===== src/rtl/rpb_pkg.sv =====
package rpb_pkg;

    localparam int MS_W = 8;

    typedef enum logic [3:0] {
        ST_IDLE,
        ST_PLL_ARM,
        ST_PLL_PWRUP,
        ST_PLL_LOCK,
        ST_PHY_HOLD,
        ST_CORE_HOLD,
        ST_EP_HOLD,
        ST_PHY_FREE,
        ST_CORE_FREE,
        ST_LINK_EN,
        ST_WR_CMD,
        ST_WR_BASE,
        ST_WR_LIMIT,
        ST_EP_FREE,
        ST_PROBE,
        ST_DONE
    } rpb_state_e;

    // Milliseconds spent in a state; 0 marks an untimed state.
    function automatic logic [MS_W-1:0] wait_ms(input rpb_state_e s);
        unique case (s)
            ST_PLL_ARM:   wait_ms = MS_W'(10);
            ST_PLL_PWRUP: wait_ms = MS_W'(1);
            ST_PLL_LOCK:  wait_ms = MS_W'(1);
            ST_PHY_HOLD:  wait_ms = MS_W'(10);
            ST_CORE_HOLD: wait_ms = MS_W'(10);
            ST_EP_HOLD:   wait_ms = MS_W'(100);
            ST_PHY_FREE:  wait_ms = MS_W'(10);
            ST_CORE_FREE: wait_ms = MS_W'(10);
            ST_EP_FREE:   wait_ms = MS_W'(100);
            default:      wait_ms = '0;
        endcase
    endfunction

endpackage


===== src/rtl/rpb_tick_gen.sv =====
module rpb_tick_gen #(
    parameter int TICKS_PER_MS = 100000
) (
    input  logic clk,
    input  logic rst_n,
    input  logic restart,
    output logic ms_tick
);
    localparam int PW = (TICKS_PER_MS > 1) ? $clog2(TICKS_PER_MS) : 1;
    localparam logic [PW-1:0] LAST = PW'(TICKS_PER_MS - 1);

    logic [PW-1:0] pre_q;

    assign ms_tick = (pre_q == LAST);

    always_ff @(posedge clk or negedge rst_n) begin
        if (!rst_n)
            pre_q <= '0;
        else if (restart || ms_tick)
            pre_q <= '0;
        else
            pre_q <= pre_q + 1'b1;
    end
endmodule


===== src/rtl/rpb_ms_timer.sv =====
module rpb_ms_timer #(
    parameter int MS_W = 8
) (
    input  logic            clk,
    input  logic            rst_n,
    input  logic            arm,
    input  logic [MS_W-1:0] arm_ms,
    input  logic            ms_tick,
    output logic            expired
);
    logic [MS_W-1:0] rem_q;

    assign expired = ms_tick && (rem_q == MS_W'(1));

    always_ff @(posedge clk or negedge rst_n) begin
        if (!rst_n)
            rem_q <= '0;
        else if (arm)
            rem_q <= arm_ms;
        else if (ms_tick && rem_q != '0)
            rem_q <= rem_q - 1'b1;
    end
endmodule


===== src/rtl/pcie_rp_bringup.sv =====
module pcie_rp_bringup
    import rpb_pkg::*;
#(
    parameter int TICKS_PER_MS = 100000,
    parameter int REFDIV_W     = 6,
    parameter int CFG_AW       = 12,
    parameter int CFG_DW       = 32,
    parameter logic [CFG_DW-1:0] CMD_WORD    = CFG_DW'('h356),
    parameter logic [CFG_DW-1:0] WINDOW_WORD = CFG_DW'('h1FF01000)
) (
    input  logic                clk,
    input  logic                rst_n,
    input  logic                start,
    input  logic                link_present,
    output logic                pll_pwrdn,
    output logic                pll_bypass,
    output logic [REFDIV_W-1:0] pll_refdiv,
    output logic                phy_rst,
    output logic                core_rst,
    output logic                ep_run,
    output logic                ltssm_en,
    output logic [3:0]          cfg_be,
    output logic [5:0]          cfg_errmap,
    output logic                cfg_valid,
    output logic [CFG_AW-1:0]   cfg_addr,
    output logic [CFG_DW-1:0]   cfg_data,
    output logic                done,
    output logic                missing
);
    localparam logic [CFG_AW-1:0] OFS_CMD   = CFG_AW'('h004);
    localparam logic [CFG_AW-1:0] OFS_BASE  = CFG_AW'('h020);
    localparam logic [CFG_AW-1:0] OFS_LIMIT = CFG_AW'('h024);

    rpb_state_e      state_q, state_d;
    logic            arm, ms_tick, expired, missing_q;
    logic [MS_W-1:0] arm_ms;

    // Timer: a prescaler for milliseconds and a down-counter of them.
    rpb_tick_gen #(.TICKS_PER_MS(TICKS_PER_MS)) u_tick (
        .clk(clk), .rst_n(rst_n), .restart(arm), .ms_tick(ms_tick)
    );

    rpb_ms_timer #(.MS_W(MS_W)) u_timer (
        .clk(clk), .rst_n(rst_n), .arm(arm), .arm_ms(arm_ms),
        .ms_tick(ms_tick), .expired(expired)
    );

    // Next state.
    always_comb begin
        state_d = state_q;
        unique case (state_q)
            ST_IDLE, ST_DONE: if (start) state_d = ST_PLL_ARM;
            ST_PLL_ARM:   if (expired) state_d = ST_PLL_PWRUP;
            ST_PLL_PWRUP: if (expired) state_d = ST_PLL_LOCK;
            ST_PLL_LOCK:  if (expired) state_d = ST_PHY_HOLD;
            ST_PHY_HOLD:  if (expired) state_d = ST_CORE_HOLD;
            ST_CORE_HOLD: if (expired) state_d = ST_EP_HOLD;
            ST_EP_HOLD:   if (expired) state_d = ST_PHY_FREE;
            ST_PHY_FREE:  if (expired) state_d = ST_CORE_FREE;
            ST_CORE_FREE: if (expired) state_d = ST_LINK_EN;
            ST_LINK_EN:   state_d = ST_WR_CMD;
            ST_WR_CMD:    state_d = ST_WR_BASE;
            ST_WR_BASE:   state_d = ST_WR_LIMIT;
            ST_WR_LIMIT:  state_d = ST_EP_FREE;
            ST_EP_FREE:   if (expired) state_d = ST_PROBE;
            ST_PROBE:     state_d = ST_DONE;
        endcase
    end

    assign arm_ms = wait_ms(state_d);
    assign arm    = (state_d != state_q) && (arm_ms != '0);

    // State register and presence flag.
    always_ff @(posedge clk or negedge rst_n) begin
        if (!rst_n) begin
            state_q   <= ST_IDLE;
            missing_q <= 1'b0;
        end else begin
            state_q <= state_d;
            if ((state_q == ST_IDLE || state_q == ST_DONE) && start)
                missing_q <= 1'b0;
            else if (state_q == ST_PROBE)
                missing_q <= !link_present;
        end
    end

    // Outputs decoded from the state.
    always_comb begin
        pll_pwrdn  = 1'b0;
        pll_bypass = 1'b0;
        pll_refdiv = REFDIV_W'(1);
        phy_rst    = 1'b0;
        core_rst   = 1'b0;
        ep_run     = 1'b0;
        ltssm_en   = 1'b0;
        cfg_valid  = 1'b0;
        cfg_addr   = '0;
        cfg_data   = '0;
        unique case (state_q)
            ST_IDLE: begin
                pll_pwrdn  = 1'b1;
                pll_bypass = 1'b1;
                pll_refdiv = '0;
            end
            ST_PLL_ARM: begin
                pll_pwrdn  = 1'b1;
                pll_bypass = 1'b1;
            end
            ST_PLL_PWRUP: pll_bypass = 1'b1;
            ST_PLL_LOCK, ST_CORE_FREE: ;
            ST_PHY_HOLD: phy_rst = 1'b1;
            ST_CORE_HOLD, ST_EP_HOLD: begin
                phy_rst  = 1'b1;
                core_rst = 1'b1;
            end
            ST_PHY_FREE: core_rst = 1'b1;
            ST_LINK_EN: ltssm_en = 1'b1;
            ST_WR_CMD: begin
                ltssm_en  = 1'b1;
                cfg_valid = 1'b1;
                cfg_addr  = OFS_CMD;
                cfg_data  = CMD_WORD;
            end
            ST_WR_BASE: begin
                ltssm_en  = 1'b1;
                cfg_valid = 1'b1;
                cfg_addr  = OFS_BASE;
                cfg_data  = WINDOW_WORD;
            end
            ST_WR_LIMIT: begin
                ltssm_en  = 1'b1;
                cfg_valid = 1'b1;
                cfg_addr  = OFS_LIMIT;
                cfg_data  = WINDOW_WORD;
            end
            ST_EP_FREE, ST_PROBE, ST_DONE: begin
                ltssm_en = 1'b1;
                ep_run   = 1'b1;
            end
        endcase
    end

    assign cfg_be     = ltssm_en ? 4'hF : 4'h0;
    assign cfg_errmap = ltssm_en ? 6'h3F : 6'h00;
    assign done       = (state_q == ST_DONE);
    assign missing    = missing_q;

endmodule


===== config.mk =====
export PLATFORM = sky130hd
export DESIGN_NAME = pcie_rp_bringup
export DESIGN_NICKNAME = d
export VERILOG_FILES = /design/src/rtl/rpb_pkg.sv /design/src/rtl/rpb_tick_gen.sv /design/src/rtl/rpb_ms_timer.sv /design/src/rtl/pcie_rp_bringup.sv
export SDC_FILE = /design/constraint.sdc
export NUM_CORES = 1
export LEC_CHECK = 0
export ABC_AREA = 1
export CAP_MARGIN = 5
export CORE_MARGIN = 4
export CORE_UTILIZATION = 31
export DETAILED_ROUTE_END_ITERATION = 8
export SYNTH_ARGS = -nofsm -noshare
export SYNTH_HDL_FRONTEND = slang
export SYNTH_SLANG_ARGS = --single-unit
export TNS_END_PERCENT = 30

===== constraint.sdc =====
create_clock -name clk -period 2.2 [get_ports clk]
set_clock_uncertainty 0.2 [all_clocks]
set_input_delay 0.22 -clock clk [delete_from_list [all_inputs] [get_ports clk]]
set_output_delay 0.22 -clock clk [all_outputs]
set_load 0.005 [all_outputs]

# Word level (Yosys, flattened, before mapping)
# Memory sizes are Yosys's and may differ from the RTL's.
# Cells that the tools add are included.
# word_totals
elab_cells	74
regBits	30
input_bits	4
out_inout_bits	69
rom_bits	96
mem_count	1
# mem_list
name	words	width	rd	rd_clocked_by_memory_dff	write_ports	line_no	text
(no name shown)	16	6	1	0	0	rpb_pkg.sv:26	unique case (s)
# op_classes
addsub	2
muxes	28
n_eq_ne	18
n_reduce_logical	21
# op_table
op	n
$pmux W4 S15	1
$pmux W29 S2	1
$mux W4	11
$eq A4 B4 Y1 const B	8
$pmux W6 S3	1
$add A17 B1 Y17 const B	1
$eq A17 B17 Y1 const B	1
$mux W17	1
$eq A4 B3 Y1 const B	4
$mux W8	2
$reduce_bool A8 Y1	2
$reduce_or A3 Y1	5
$mux W1	10
$eq A4 B2 Y1 const B	2
$eq A8 B1 Y1 const B	1
$sub A8 B1 Y8 const B	1
$reduce_or A7 Y1	1
$mux W6	1
$reduce_or A2 Y1	3
$eq A4 B1 Y1 const B	1
$logic_and A1 B1 Y1	4
$logic_not A4 Y1	1
$ne A4 B4 Y1	1
$reduce_bool A2 Y1	2
2 further kinds	3

# Depth between registers and ports, before layout
# An unclocked memory read counts as a cell.
# logic_depth
depth_word	9
depth_mapped	18
ltp_nobuf	18

# Cells and area by module
# From an unflattened synthesis, not the netlist that was laid out.
# hier_totals
cells_unflattened	371
area_unflattened_um2	2581.2
# modules_own_cells
mod	seq_area_each_um2	cells_per_inst	instances	area_per_inst_um2
pcie_rp_bringup	125.1	155	1	991.0
rpb_tick_gen	425.4	129	1	983.4
rpb_ms_timer	200.2	87	1	606.8

# Worst setup path before layout
# No wires, ideal clock.
# synth_path
path_kind	register to register
start	register state_q[2]
end	register u_tick.pre_q[12]
t_required_ps	1875
n_path_buf	2
synth_period_minus_slack_ps	2486
setup_ps	125
path_slack_ps	-286
arrival_ps	2161
path_stages_with_launch	15
cell_sequence	dfrtp_1 > buf_4 > inv_1 > a21oi_1 > a211oi_1 > nand2_1 > nand3_4 > nor2_1 > nand3_1 > and2_4 > nand3_2 > nand2_4 > nand2_4 > buf_12 > nor2_4
# synth_via
elab_chain_cells	8
word_cells_on_any_way	34
cone_classes	eq/ne (16); mux (12); reduce/logical (5); memory (1)
# synth_lines
item	line_no	text
start, declared	pcie_rp_bringup.sv:34	rpb_state_e state_q, state_d;
start signal, assigned	pcie_rp_bringup.sv:79	state_q <= state_d;
$eq A4 B4 Y1 / $logic_not A4 Y1 (equally long branches)	pcie_rp_bringup.sv:51	unique case (state_q)
$reduce_or A2 Y1	pcie_rp_bringup.sv:51	
$pmux W4 S15 *	pcie_rp_bringup.sv:51	
named net state_d[0]	pcie_rp_bringup.sv:34	
$mem_v2 Z16 W6	n/a	
$reduce_bool A8 Y1	pcie_rp_bringup.sv:71	assign arm = (state_d != state_q) && (arm_ms != '0);
$logic_and A1 B1 Y1 *	pcie_rp_bringup.sv:71	
$logic_or A1 B1 Y1 *	rpb_tick_gen.sv:19	else if (restart || ms_tick)
$mux W17 *	rpb_tick_gen.sv:19	
end signal, assigned	rpb_tick_gen.sv:22	pre_q <= pre_q + 1'b1;
end, declared	rpb_tick_gen.sv:12	logic [PW-1:0] pre_q;
# The timed path passes the listed nets; every way through them passes the cells marked *.
# A chain may end at the register's enable or synchronous reset.

# Worst setup path after layout
# layout_path
start	register u_tick.pre_q[0]
end	register u_tick.pre_q[5]
# layout_via
elab_chain_cells	9
word_cells_on_any_way	19
cone_classes	add/sub (1); eq/ne (2); mux (11); reduce/logical (4); memory (1)
# layout_lines
item	line_no	text
$eq A17 B17 Y1 *	rpb_tick_gen.sv:14	assign ms_tick = (pre_q == LAST);
$logic_and A1 B1 Y1 *	rpb_ms_timer.sv:13	assign expired = ms_tick && (rem_q == MS_W'(1));
$mux W4, or another cell as far along	pcie_rp_bringup.sv:65	ST_EP_FREE: if (expired) state_d = ST_PROBE;
$pmux W4 S15 *	pcie_rp_bringup.sv:51	
named net state_d[0]	pcie_rp_bringup.sv:34	
$mem_v2 Z16 W6	n/a	
$reduce_bool A8 Y1	pcie_rp_bringup.sv:71	
$logic_and A1 B1 Y1 *	pcie_rp_bringup.sv:71	
$logic_or A1 B1 Y1 *	rpb_tick_gen.sv:19	
$mux W17 *	rpb_tick_gen.sv:19	
# Marked as above.

==> run_results.csv <==
group,metric,value,unit
floorplanning,die_w,100,um
clocking,cts.path.max_buffers,2,
drt,dr.pass1.iters,4,
synth,synth-seq-cells,30,
synth,async_flop_share,100,%
job,cap_violations,0,
power,p_int,801,uW
setup_path,r2r_end,"u_tick.pre_q[5]",
timing,report.final.slew_viol_count,0,
power,irDropWorstVdd,170,uV
setup_path,critPathCaptureType,"flop",
floorplanning,core,8220,um^2
clocking,cts_root_buf,"clkbuf_8",
drt,ant_nets,0,
power,p_switching,226,uW
placed_design,io_buffer_count,41,
timing,hold_violations,0,
layout,drive_gt1_share,36.0,%
timing,worst_slack,-297,ps
clocking,clkTransAtPathRegs,60,ps
drt,viasPerCell,4.25,
drt,wirelength,6000,um
synth,ys_seq_area_share,28.6,%
global_routing,antenna_found_initial,0,
layout,nNetsFinal,454,
global_routing,grt_max_degree,31,
layout,regArea,756,um^2
power,power_frac_seq,53.8,%
synth,synth_area_leaders,"dfrtp_1, buf_4, nand2_1",
synth,synth_edf_count,0,
status,violations,"setup timing",
drt,vias,2336,
timing,fmax,400,MHz
floorplanning,rows,33,
power,power_density,280,nW/um^2
synth,synth_area_per_cell,7.54,um^2
synth,netlist_area,2620,um^2
clocking,htree_levels,2,
min_path,worstHoldPathType,"input port to asynchronous set/reset pin",
placed_design,dp_hpwl,4690,um
timing,fin_crit,2500,ps
floorplanning,dieArea,10000,um^2
layout,fin_cells,550,
synth,synth_cells,348,
clocking,clk_latency,280,ps
synth,synth_top_area_share,28.6,%
setup_path,arrival,2460,ps
synth,yosysUniqueCellTypes,34,
placed_design,dp_cells,535,
power,clockPowerShare,42.9,%
setup_path,timing.rr.start,"u_tick.pre_q[0]",
setup_path,crit_path_start_kind,"flop",
power,p_leak,1.88,nW
synth,yosysTopAreaCell,"dfrtp_1",
clocking,clock-sinks,30,
setup_path,timing.setup.critical_path_class,"flop to flop",
floorplanning,ios,73,
global_routing,grt.total_usage,11.9,%
layout,antenna_cells,0,
drt,drc,0,
floorplanning,fp.dieH,100,um
clocking,cts_inserted_buffers,5,
power,power_frac_comb,3.3,%
floorplanning,initial_core_util,31.9,%
setup_path,r2r_cells,14,
global_routing,grt_pass1_wl,9820,um
synth,ys_warn_count,0,
placed_design,place_ws,-331,ps
power,power.share.switching,22.0,%
setup_path,crit_path_max_fanout,8,
synth,synth_ff_type,"dfrtp_1",
layout,syn2layout_area_growth,39.9,%
placed_design,finalWeightedCongestion,0.871,
clocking,cts_tree,"built",
layout,multiInputGateArea,1500,um^2
global_routing,grt_pass1_vias,2224,
setup_path,r2r_slack,-300,ps
timing,grt_setup_unrepaired,"true",
setup_path,cp.required,2170,ps
timing,final.period_utilization,114,%
drt,drt_iter0_markers,53,
timing,setup_violations,26,
status,status,"finished, violations left",
drt,post_drt_wl_per_cell,10.9,um
global_routing,grt-ovfl-total,0,
layout,fillers,807,
[power by group through the flow]
stage,clock network (mW),logic [mW],registers (mW)
2_1_floorplan,0,0.0522,0.564
3_3_place_gp,0,0.0331,0.563
3_5_place_dp,0,0.0334,0.563
4_1_cts,0.459,0.0335,0.553
5_1_grt,0.479,0.0403,0.553
6_report,0.441,0.0340,0.553
[worst max-delay path, stage by stage (launching register included)]
cell and delay, ps:
dfrtp_1 400, ha_4 180, nand3_4 100, nor3_4 200, nand3_2 140, a21oi_4 180
nand3_4 120, nor2_1 120, nand3_1 110, and2_4 190, nand3_2 70, nand2_4 70
nand2_4 90, buf_12 150, nor2_1 50
[kinds of logic after synthesis]
kind of cell    count (synthesis)  share of synthesized area (%)
compound gates                 17                           4.58
xor+xnor                       15                           5.01
fa+ha+maj                       4                           1.91
buf+inv                       103                           23.8
flops                          30                           28.6
other cells                     1                          0.143
simple gates                  178                           35.9
[synth_stat cells (3+ instances only)]
cell / instances
nand2_1: 65
buf_4: 59
nor2_1: 43
inv_1: 33
dfrtp_1: 30
nand3_1: 21
nor2_4: 14
inv_2: 10
xor2_1: 10
nand4_1: 7
nand2_2: 6
nor3_1: 6
o21ai_0: 5
xnor2_1: 5
ha_1: 4
nand3_2: 4
a211oi_1: 3
a21oi_1: 3
[how the worst max path moves through the flow]
stage,from,to,slack [ps],cells past startpoint
floorplan,u_tick.pre_q[0],u_tick.pre_q[12],-100,16
global placement,u_tick.pre_q[0],u_timer.rem_q[4],-230,14
detailed placement,u_tick.pre_q[0],u_timer.rem_q[2],-330,15
CTS,u_tick.pre_q[1],u_timer.rem_q[2],-360,15
global route,u_tick.pre_q[1],u_tick.pre_q[2],-430,15
finish,u_tick.pre_q[0],u_tick.pre_q[5],-300,14
[cell usage in the layout (no fill, tap or decap), types with 10 or more instances in the layout]
cell,n
buf_4,75
clkdlybuf4s50_1,20
conb_1,31
dfrtp_1,26
dlygate4sd2_1,18
inv_1,33
nand2_1,59
nand3_1,15
nor2_1,34
nor2_4,17
xor2_1,10
[stage by stage]
stage / setup TNS [ps] / hold slack, ps / util (%) / power [mW] / area [um^2]
floorplan: -1010 / -276 / - / 0.616 / 2740
global placement: -5680 / 269 / 41.1 / 0.596 / 3380
detailed placement: -7850 / 268 / 41.1 / 0.597 / 3380
CTS: -8630 / 143 / 42.8 / 1.05 / 3520
global route: -10310 / 172 / 44.7 / 1.07 / 3670
finish: -6690 / 138 / 44.7 / 1.03 / 3670
[flip-flops by register name, summed over array words and instances (netlist names)]
name	count
u_tick.pre_q	17
u_timer.rem_q	8
state_q	4
missing	1
[layer usage]
metal	part of all wire [%]	track usage [%]	wire (um)	vias up
li1	-	-	-	1197
met1	44	14.8	2620	1065
met2	48	21.1	2890	68
met4	0.97	2.80	58	0
met3	7.2	2.64	431	6
met5	0	0	0	-
[layout make-up]
type	instances	area share [%]
multi-input cells	245	41.0
repair buffers	121	28.1
flip-flops and latches	30	20.6
inverters	43	4.47
well taps	105	3.58
clock buffers	6	2.25
[repair_timing]
action | in CTS | in global routing
pin swaps | 5 | 14
endpoints found under the hold margin | 0 | 0
gates resized for setup | 36 | 26
hold buffers | 0 | 0
setup buffers | 3 | 6
cloned | 0 | 0
setup endpoints to repair | 44 | 40
(Power assumes the default switching activity.)
